## src/rtl/mdio_pkg.sv

```systemverilog
package mdio_pkg;
  typedef enum logic [2:0] {
    ST_IDLE,
    ST_PRE,
    ST_CMD,
    ST_RX,
    ST_TAIL
  } mdio_state_e;

  localparam int unsigned PRE_BITS  = 33;
  localparam int unsigned RD_BITS   = 16;
  localparam int unsigned WR_BITS   = 32;
  localparam int unsigned RX_BITS   = 19;
  localparam int unsigned TAIL_BITS = 2;
  localparam int unsigned CNT_W     = 6;

  // Read command: two extra ones + start + opcode + addresses, placed in the upper half.
  function automatic logic [31:0] rd_word(input logic [4:0] phy, input logic [4:0] ra);
    logic [31:0] w;
    w = (32'h0000_00F6 << 10) | (32'(phy) << 5) | 32'(ra);
    return {w[15:0], 16'h0000};
  endfunction

  function automatic logic [31:0] wr_word(input logic [4:0] phy, input logic [4:0] ra,
                                          input logic [15:0] d);
    return 32'h5002_0000 | (32'(phy) << 23) | (32'(ra) << 18) | 32'(d);
  endfunction
endpackage

```

## src/rtl/mdio_clk_div.sv

```systemverilog
module mdio_clk_div #(
  parameter int unsigned HALF_CYC = 50
) (
  input  logic clk_i,
  input  logic rst_ni,
  input  logic run_i,
  output logic mdc_o,
  output logic rise_o,
  output logic fall_o
);
  localparam int unsigned CW = (HALF_CYC < 2) ? 1 : $clog2(HALF_CYC);
  localparam logic [CW-1:0] RELOAD = CW'(HALF_CYC - 1);

  logic [CW-1:0] cnt_q;
  logic          mdc_q;
  logic          wrap;

  assign wrap   = run_i && (cnt_q == '0);
  assign rise_o = wrap && !mdc_q;
  assign fall_o = wrap && mdc_q;
  assign mdc_o  = mdc_q;

  always_ff @(posedge clk_i or negedge rst_ni) begin
    if (!rst_ni) begin
      cnt_q <= RELOAD;
      mdc_q <= 1'b0;
    end else if (!run_i) begin
      cnt_q <= RELOAD;
      mdc_q <= 1'b0;
    end else if (wrap) begin
      cnt_q <= RELOAD;
      mdc_q <= ~mdc_q;
    end else begin
      cnt_q <= cnt_q - 1'b1;
    end
  end

  assert_mdc_idle_low_R1: assert property (@(posedge clk_i) disable iff (!rst_ni)
    !run_i |=> !mdc_o);
endmodule

```

## src/rtl/mdio_shift.sv

```systemverilog
module mdio_shift #(
  parameter int unsigned TX_W = 32,
  parameter int unsigned DW   = 16
) (
  input  logic            clk_i,
  input  logic            rst_ni,
  input  logic            load_i,
  input  logic [TX_W-1:0] word_i,
  input  logic            shift_i,
  input  logic            cap_i,
  input  logic            mdi_i,
  output logic            tx_bit_o,
  output logic [DW-1:0]   rx_word_o
);
  logic [TX_W-1:0] sr_q;
  logic [DW:0]     acc_q;  // data window plus the trailing idle bit

  assign tx_bit_o  = sr_q[TX_W-1];
  assign rx_word_o = acc_q[DW:1];

  always_ff @(posedge clk_i or negedge rst_ni) begin
    if (!rst_ni) begin
      sr_q  <= '0;
      acc_q <= '0;
    end else begin
      if (load_i)       sr_q <= word_i;
      else if (shift_i) sr_q <= {sr_q[TX_W-2:0], 1'b0};
      if (load_i)       acc_q <= '0;
      else if (cap_i)   acc_q <= {acc_q[DW-1:0], mdi_i};
    end
  end
endmodule

```

## src/rtl/mdio_master.sv

```systemverilog
module mdio_master
  import mdio_pkg::*;
#(
  parameter int unsigned SYS_CLK_HZ  = 250_000_000,
  parameter int unsigned MDC_MAX_HZ  = 2_500_000,
  parameter int unsigned REG_AW      = 6
) (
  input  logic              clk_i,
  input  logic              rst_ni,
  input  logic              start_i,
  input  logic              rd_i,
  input  logic [4:0]        phy_addr_i,
  input  logic [REG_AW-1:0] reg_addr_i,
  input  logic [15:0]       wdata_i,
  output logic              busy_o,
  output logic              done_o,
  output logic [15:0]       rdata_o,
  output logic              mdc_o,
  output logic              mdio_o,
  output logic              mdio_oe_o,
  input  logic              mdio_i
);
  localparam int unsigned HALF_RAW = (SYS_CLK_HZ + 2 * MDC_MAX_HZ - 1) / (2 * MDC_MAX_HZ);
  localparam int unsigned HALF_CYC = (HALF_RAW < 1) ? 1 : HALF_RAW;

  mdio_state_e      state_q;
  logic [CNT_W-1:0] cnt_q;
  logic             is_rd_q;
  logic             done_q;
  logic [15:0]      rdata_q;

  logic        run, rise, fall;
  logic        bad_addr, accept, load, shift, cap, tx_bit;
  logic [31:0] tx_word;
  logic [15:0] rx_word;

  assign bad_addr = |reg_addr_i[REG_AW-1:5];
  assign accept   = (state_q == ST_IDLE) && start_i && !bad_addr;
  assign load     = accept;
  assign tx_word  = rd_i ? rd_word(phy_addr_i, reg_addr_i[4:0])
                         : wr_word(phy_addr_i, reg_addr_i[4:0], wdata_i);
  assign shift    = (state_q == ST_CMD) && fall && (cnt_q != '0);
  assign cap      = (state_q == ST_RX) && rise;
  assign run      = (state_q != ST_IDLE);

  mdio_clk_div #(.HALF_CYC(HALF_CYC)) u_div (
    .clk_i  (clk_i),
    .rst_ni (rst_ni),
    .run_i  (run),
    .mdc_o  (mdc_o),
    .rise_o (rise),
    .fall_o (fall)
  );

  mdio_shift #(.TX_W(32), .DW(16)) u_shift (
    .clk_i     (clk_i),
    .rst_ni    (rst_ni),
    .load_i    (load),
    .word_i    (tx_word),
    .shift_i   (shift),
    .cap_i     (cap),
    .mdi_i     (mdio_i),
    .tx_bit_o  (tx_bit),
    .rx_word_o (rx_word)
  );

  always_ff @(posedge clk_i or negedge rst_ni) begin
    if (!rst_ni) begin
      state_q <= ST_IDLE;
      cnt_q   <= '0;
      is_rd_q <= 1'b0;
      done_q  <= 1'b0;
      rdata_q <= '0;
    end else begin
      done_q <= 1'b0;
      unique case (state_q)
        ST_IDLE: begin
          if (start_i && bad_addr) begin
            done_q <= 1'b1;
            if (rd_i) rdata_q <= 16'hFFFF;
          end else if (start_i) begin
            state_q <= ST_PRE;
            cnt_q   <= CNT_W'(PRE_BITS - 1);
            is_rd_q <= rd_i;
          end
        end
        ST_PRE: if (fall) begin
          if (cnt_q == '0) begin
            state_q <= ST_CMD;
            cnt_q   <= is_rd_q ? CNT_W'(RD_BITS - 1) : CNT_W'(WR_BITS - 1);
          end else cnt_q <= cnt_q - 1'b1;
        end
        ST_CMD: if (fall) begin
          if (cnt_q == '0) begin
            state_q <= is_rd_q ? ST_RX : ST_TAIL;
            cnt_q   <= is_rd_q ? CNT_W'(RX_BITS - 1) : CNT_W'(TAIL_BITS - 1);
          end else cnt_q <= cnt_q - 1'b1;
        end
        ST_RX: if (fall) begin
          if (cnt_q == '0) begin
            state_q <= ST_IDLE;
            done_q  <= 1'b1;
            rdata_q <= rx_word;
          end else cnt_q <= cnt_q - 1'b1;
        end
        ST_TAIL: if (fall) begin
          if (cnt_q == '0) begin
            state_q <= ST_IDLE;
            done_q  <= 1'b1;
          end else cnt_q <= cnt_q - 1'b1;
        end
        default: state_q <= ST_IDLE;
      endcase
    end
  end

  assign busy_o    = run;
  assign done_o    = done_q;
  assign rdata_o   = rdata_q;
  assign mdio_oe_o = (state_q == ST_PRE) || (state_q == ST_CMD);
  assign mdio_o    = (state_q == ST_PRE) ? 1'b1 : ((state_q == ST_CMD) && tx_bit);

  assert_oe_idle_R10: assert property (@(posedge clk_i) disable iff (!rst_ni)
    !busy_o |-> !mdio_oe_o);

  assert_hold_high_R8: assert property (@(posedge clk_i) disable iff (!rst_ni)
    (busy_o && mdc_o && $past(mdc_o)) |-> ($stable(mdio_o) && $stable(mdio_oe_o)));

  assert_done_pulse_R11: assert property (@(posedge clk_i) disable iff (!rst_ni)
    done_o |=> !done_o);

  assert_bad_addr_R7: assert property (@(posedge clk_i) disable iff (!rst_ni)
    (start_i && !busy_o && bad_addr) |=> (done_o && !busy_o && !mdc_o));

  assert_busy_end_R9: assert property (@(posedge clk_i) disable iff (!rst_ni)
    $fell(busy_o) |-> done_o);
endmodule

```

## config.mk

```make
export PLATFORM = sky130hd
export DESIGN_NAME = mdio_master
export DESIGN_NICKNAME = d
export VERILOG_FILES = /design/src/rtl/mdio_pkg.sv /design/src/rtl/mdio_clk_div.sv /design/src/rtl/mdio_shift.sv /design/src/rtl/mdio_master.sv
export SDC_FILE = /design/constraint.sdc
export NUM_CORES = 1
export LEC_CHECK = 0
export ABC_AREA = 1
export BUFFER_PORTS_ARGS = -buffer_cell sky130_fd_sc_hd__clkbuf_2
export CORE_MARGIN = 2
export CORE_UTILIZATION = 36
export DETAILED_ROUTE_END_ITERATION = 6
export PLACE_DENSITY = 0.59
export RECOVER_POWER = 25
export SYNTH_ARGS = -nofsm -noshare
export SYNTH_HDL_FRONTEND = slang
export SYNTH_HIERARCHICAL = 1
export SYNTH_SLANG_ARGS = --single-unit
```

## constraint.sdc

```tcl
create_clock -name clk_i -period 2.3 [get_ports clk_i]
set_input_delay 0.23 -clock clk_i [delete_from_list [all_inputs] [get_ports clk_i]]
set_output_delay 0.23 -clock clk_i [all_outputs]
set_load 0.02 [all_outputs]
```

==> results.md <==
* Synthesized flop and latch total at 83
* Final Wtd Congestion at approximately 0.86
* Kind of critical path: flip-flop to flip-flop
* Io pins at 53
* Chip Width at between 100 and 150 um
* CTS tree: done
* Number of global-route vias before repair at ~3400
* Critical Path AT at approximately 2.4 ns
* Power Dens Cells at roughly 1200 mW/mm^2
* FMAX at 463.2 MHz
* Yosys warns at 6
* # nets final at about 610
* Largest net degree at the start of global routing at between 40 and 50
* Die area at roughly 0.013 mm^2
* Placed cell areas at ~0.0047 mm^2
* Drt pass-1 iters at 4
* Vias after detailed routing at around 3500
* Final WL at 9520 um
* Worst-path clk slew at approximately 0.06 ns
* Final period util at between 90% and 100%
* Initial antenna violation count at 0
* Clk pwr share at 24.9%
* # Max-Cap Violations at 0
* FFs w/ async S/R, synth at 100.0%
* Psw at 2.331 mW
* Area leader, netlist: dfrtp_1
* Clock root cell: clkbuf_16
* Core area at around 0.012 mm^2
* Clock skew at 0.006974 ns
* CP startpoint kind: flip-flop
* LEAKAGE at ~2.5 nW
* TritonCTS buffer count at 9
* First-pass GRT wire length at approximately 16000 um
* Worst skew pair latency at between 0.3 and 0.4 ns
* Post-Synthesis Cells at 539
* Syn avg cell area at ~8.2 um^2
* Status: completed
* Synth top area share at 45.25%
* Switching part of the total power at 38.77%
* R2R Setup Slk at between 0.1 and 0.15 ns
* Peak VDD IR at around 390 uV
* Total gr overflow at 0
* Netlist cell types at 36
* Tmin final at approximately 2.2 ns
* Crit Path Max Fanout at 16
* Worst-Margin Slew at 0.8875 ns
* Place WS at roughly 0.15 ns
* Sequential share of power at 37.4%
* Detailed-route vias per instance at a little under 5
* Finished layout cell area at 0.004996 mm^2
* DP HPWL at 6403 um
* Synth Flop Type: dfrtp_1
* H-tree Lvls at 3
* Max Root-Sink Buffers at 2
* Drt initial violations at approximately 250
* Initial Utilization at about 37%
* # DRC at 0
* Setup WS post-layout at about 0.14 ns
* Pins Over Slew Limit at 0
* Sink Count at between 80 and 90
* Setup crit end kind: flip-flop
* Min-delay worst type: input pin to flip-flop
* Drt wl/cell at approximately 13 um
* Relative slew slack at around two fifths
* Worst path required time at roughly 2.6 ns
* Hold Fails Final Rpt at 0
* Buffers on Ports at between 50 and 60
* Unrepaired setup endpoints after global routing: false
* P&R area growth vs syn at 12.92%
* Setup Viol. Count Final at 0
* Seq/Total Area, Yosys at between 40% and 50%
* Antenna Diode Count at 0
* Cell area after synthesis at 0.004424 mm^2
* Combinational share of power at between 30% and 40%
* Row cnt at 40
* Post-synth EDFFs at 0
* Pint at approximately 3.7 mW
* Top cells by area, synth: dfrtp_1 45%, nand2_1 14%, nand3_1 10%
* Die Y at between 100 and 150 um
* Ratio of cells with drive above 1 in the final layout at approximately 20%
* Gr usage total at 15.07%
* Antenna Violating Nets Remaining at 0
* Setup TNS at 0 ns
[state kept, by name (all words and copies together), names as in the netlist]
| register | count |
|---|---|
| u_shift/sr_q | 32 |
| u_shift/acc_q | 17 |
| rdata_o | 16 |
| cnt_q | 6 |
| u_div/cnt_q | 6 |
| state_q | 3 |
| done_o | 1 |
| is_rd_q | 1 |
| u_div/mdc_o | 1 |
[synth_stat cells, types with 2 or more instances]
cell and n:
o22a_1 16, conb_1 2, buf_6 7, a21oi_1 5, o21ai_0 11, nand2_4 6, dfrtp_1 80, nand2_2 4
inv_2 5, inv_1 41, nand4_1 5, nand3_2 6, nor2_4 4, nor2_1 31, nand2_1 162, buf_2 11
nor2_2 3, clkbuf_1 2, xor2_1 2, ha_1 2, buf_4 20, dfstp_2 3, nand3_1 92, o21ai_1 5
nand3_4 3
[cells in the final DEF, fill, tap and decap left out, drive strengths merged, types with 2 or more instances in the layout]
cell      n
ha        2
dfstp     3
bufinv    2
xor2      2
or2       2
buf      10
dfrtp    80
o22a     16
o21ai    17
conb      3
a21oi     6
clkinv    2
nand3   101
nand2   172
clkbuf   64
inv      46
nor2     40
nand4     5
[power by group through the flow]
| stage | Clock [mW] | Combinational, mW | Sequential [mW] |
|---|---|---|---|
| 2_1_floorplan | 0 | 1.71 | 2.28 |
| 3_3_place_gp | 0 | 2.22 | 2.26 |
| 3_5_place_dp | 0 | 2.28 | 2.26 |
| 4_1_cts | 1.54 | 2.28 | 2.24 |
| 5_1_grt | 1.60 | 2.58 | 2.31 |
| 6_report | 1.50 | 2.26 | 2.25 |
[area by class of cell]
class                   count  area (um^2)
clock buffers              11        232.7
well taps                 147        183.9
multi-input cells         370         1889
fillers                  1223         7015
clock inverters             4        76.32
flip-flops and latches     83         2081
inverters                  47        178.9
repair buffers             64        354.1
[routing by layer]
metal  GRT usage, %  vias up  share of wire (%)
met3          4.428        9                3.5
met1          20.76     1671                 48
met5              0        -                  0
met4          3.373        0                1.2
met2          23.61       72                 47
li1               -     1787                  -
[through the flow]
stage                     cells  power, mW  util (%)  hold slack (ns)
after global placement      709      4.473     38.98           0.2085
after floorplan             540      3.992         -         -0.06559
after CTS                   725      6.067     41.64           0.1436
final                       726      6.011     41.59           0.1412
after detailed placement    709      4.539     38.98           0.2065
after global routing        726      6.487     41.59           0.1358
[cell families after synthesis]
family                     count (synthesis)  share of synthesized area (%)
other                                      2                         0.1697
xor gates and xnor gates                   3                         0.5940
buffers and inverters                     88                          10.66
AOI/OAI and AO/OA                         39                          6.108
DFF                                       83                          47.03
and+or+nand+nor                          322                          34.87
adders and majority gates                  2                         0.5655
[final timing paths]
check | startpoint | end | cells after the start
worst min-delay path | mdio_i | u_shift/acc_q[0]$_DFFE_PN0P_ | 3
worst max register to register | u_div/cnt_q[0]$_DFF_PN1_ | u_shift/sr_q[22]$_DFFE_PN0P_ | 9
worst min register to register | u_div/cnt_q[0]$_DFF_PN1_ | u_div/cnt_q[0]$_DFF_PN1_ | 1
worst max-delay path | u_div/cnt_q[0]$_DFF_PN1_ | u_shift/sr_q[22]$_DFFE_PN0P_ | 9
min in group asynchronous | rst_ni | cnt_q[3]$_DFFE_PN0P_ | 2
max in group asynchronous | rst_ni | u_shift/acc_q[8]$_DFFE_PN0P_ | 3
[what timing repair did]
action | in CTS | in global routing
endpoints found under the hold margin | 28 | 0
endpoints found under the setup margin | 0 | 3
hold buffers | 1 | 0
setup buffers | 0 | 0
gates resized for setup | 0 | 3
[worst max-delay path: stages (launching register included)]
cell and delay (ns):
dfstp_2 0.53, inv_1 0.08, ha_1 0.25, nand3_2 0.12
nor3b_2 0.05, inv_1 0.17, nor2_2 0.12, nor2_2 0.56
nand2_1 0.11, nand3_1 0.10
No activity file was read; power rests on OpenSTA's default activity.
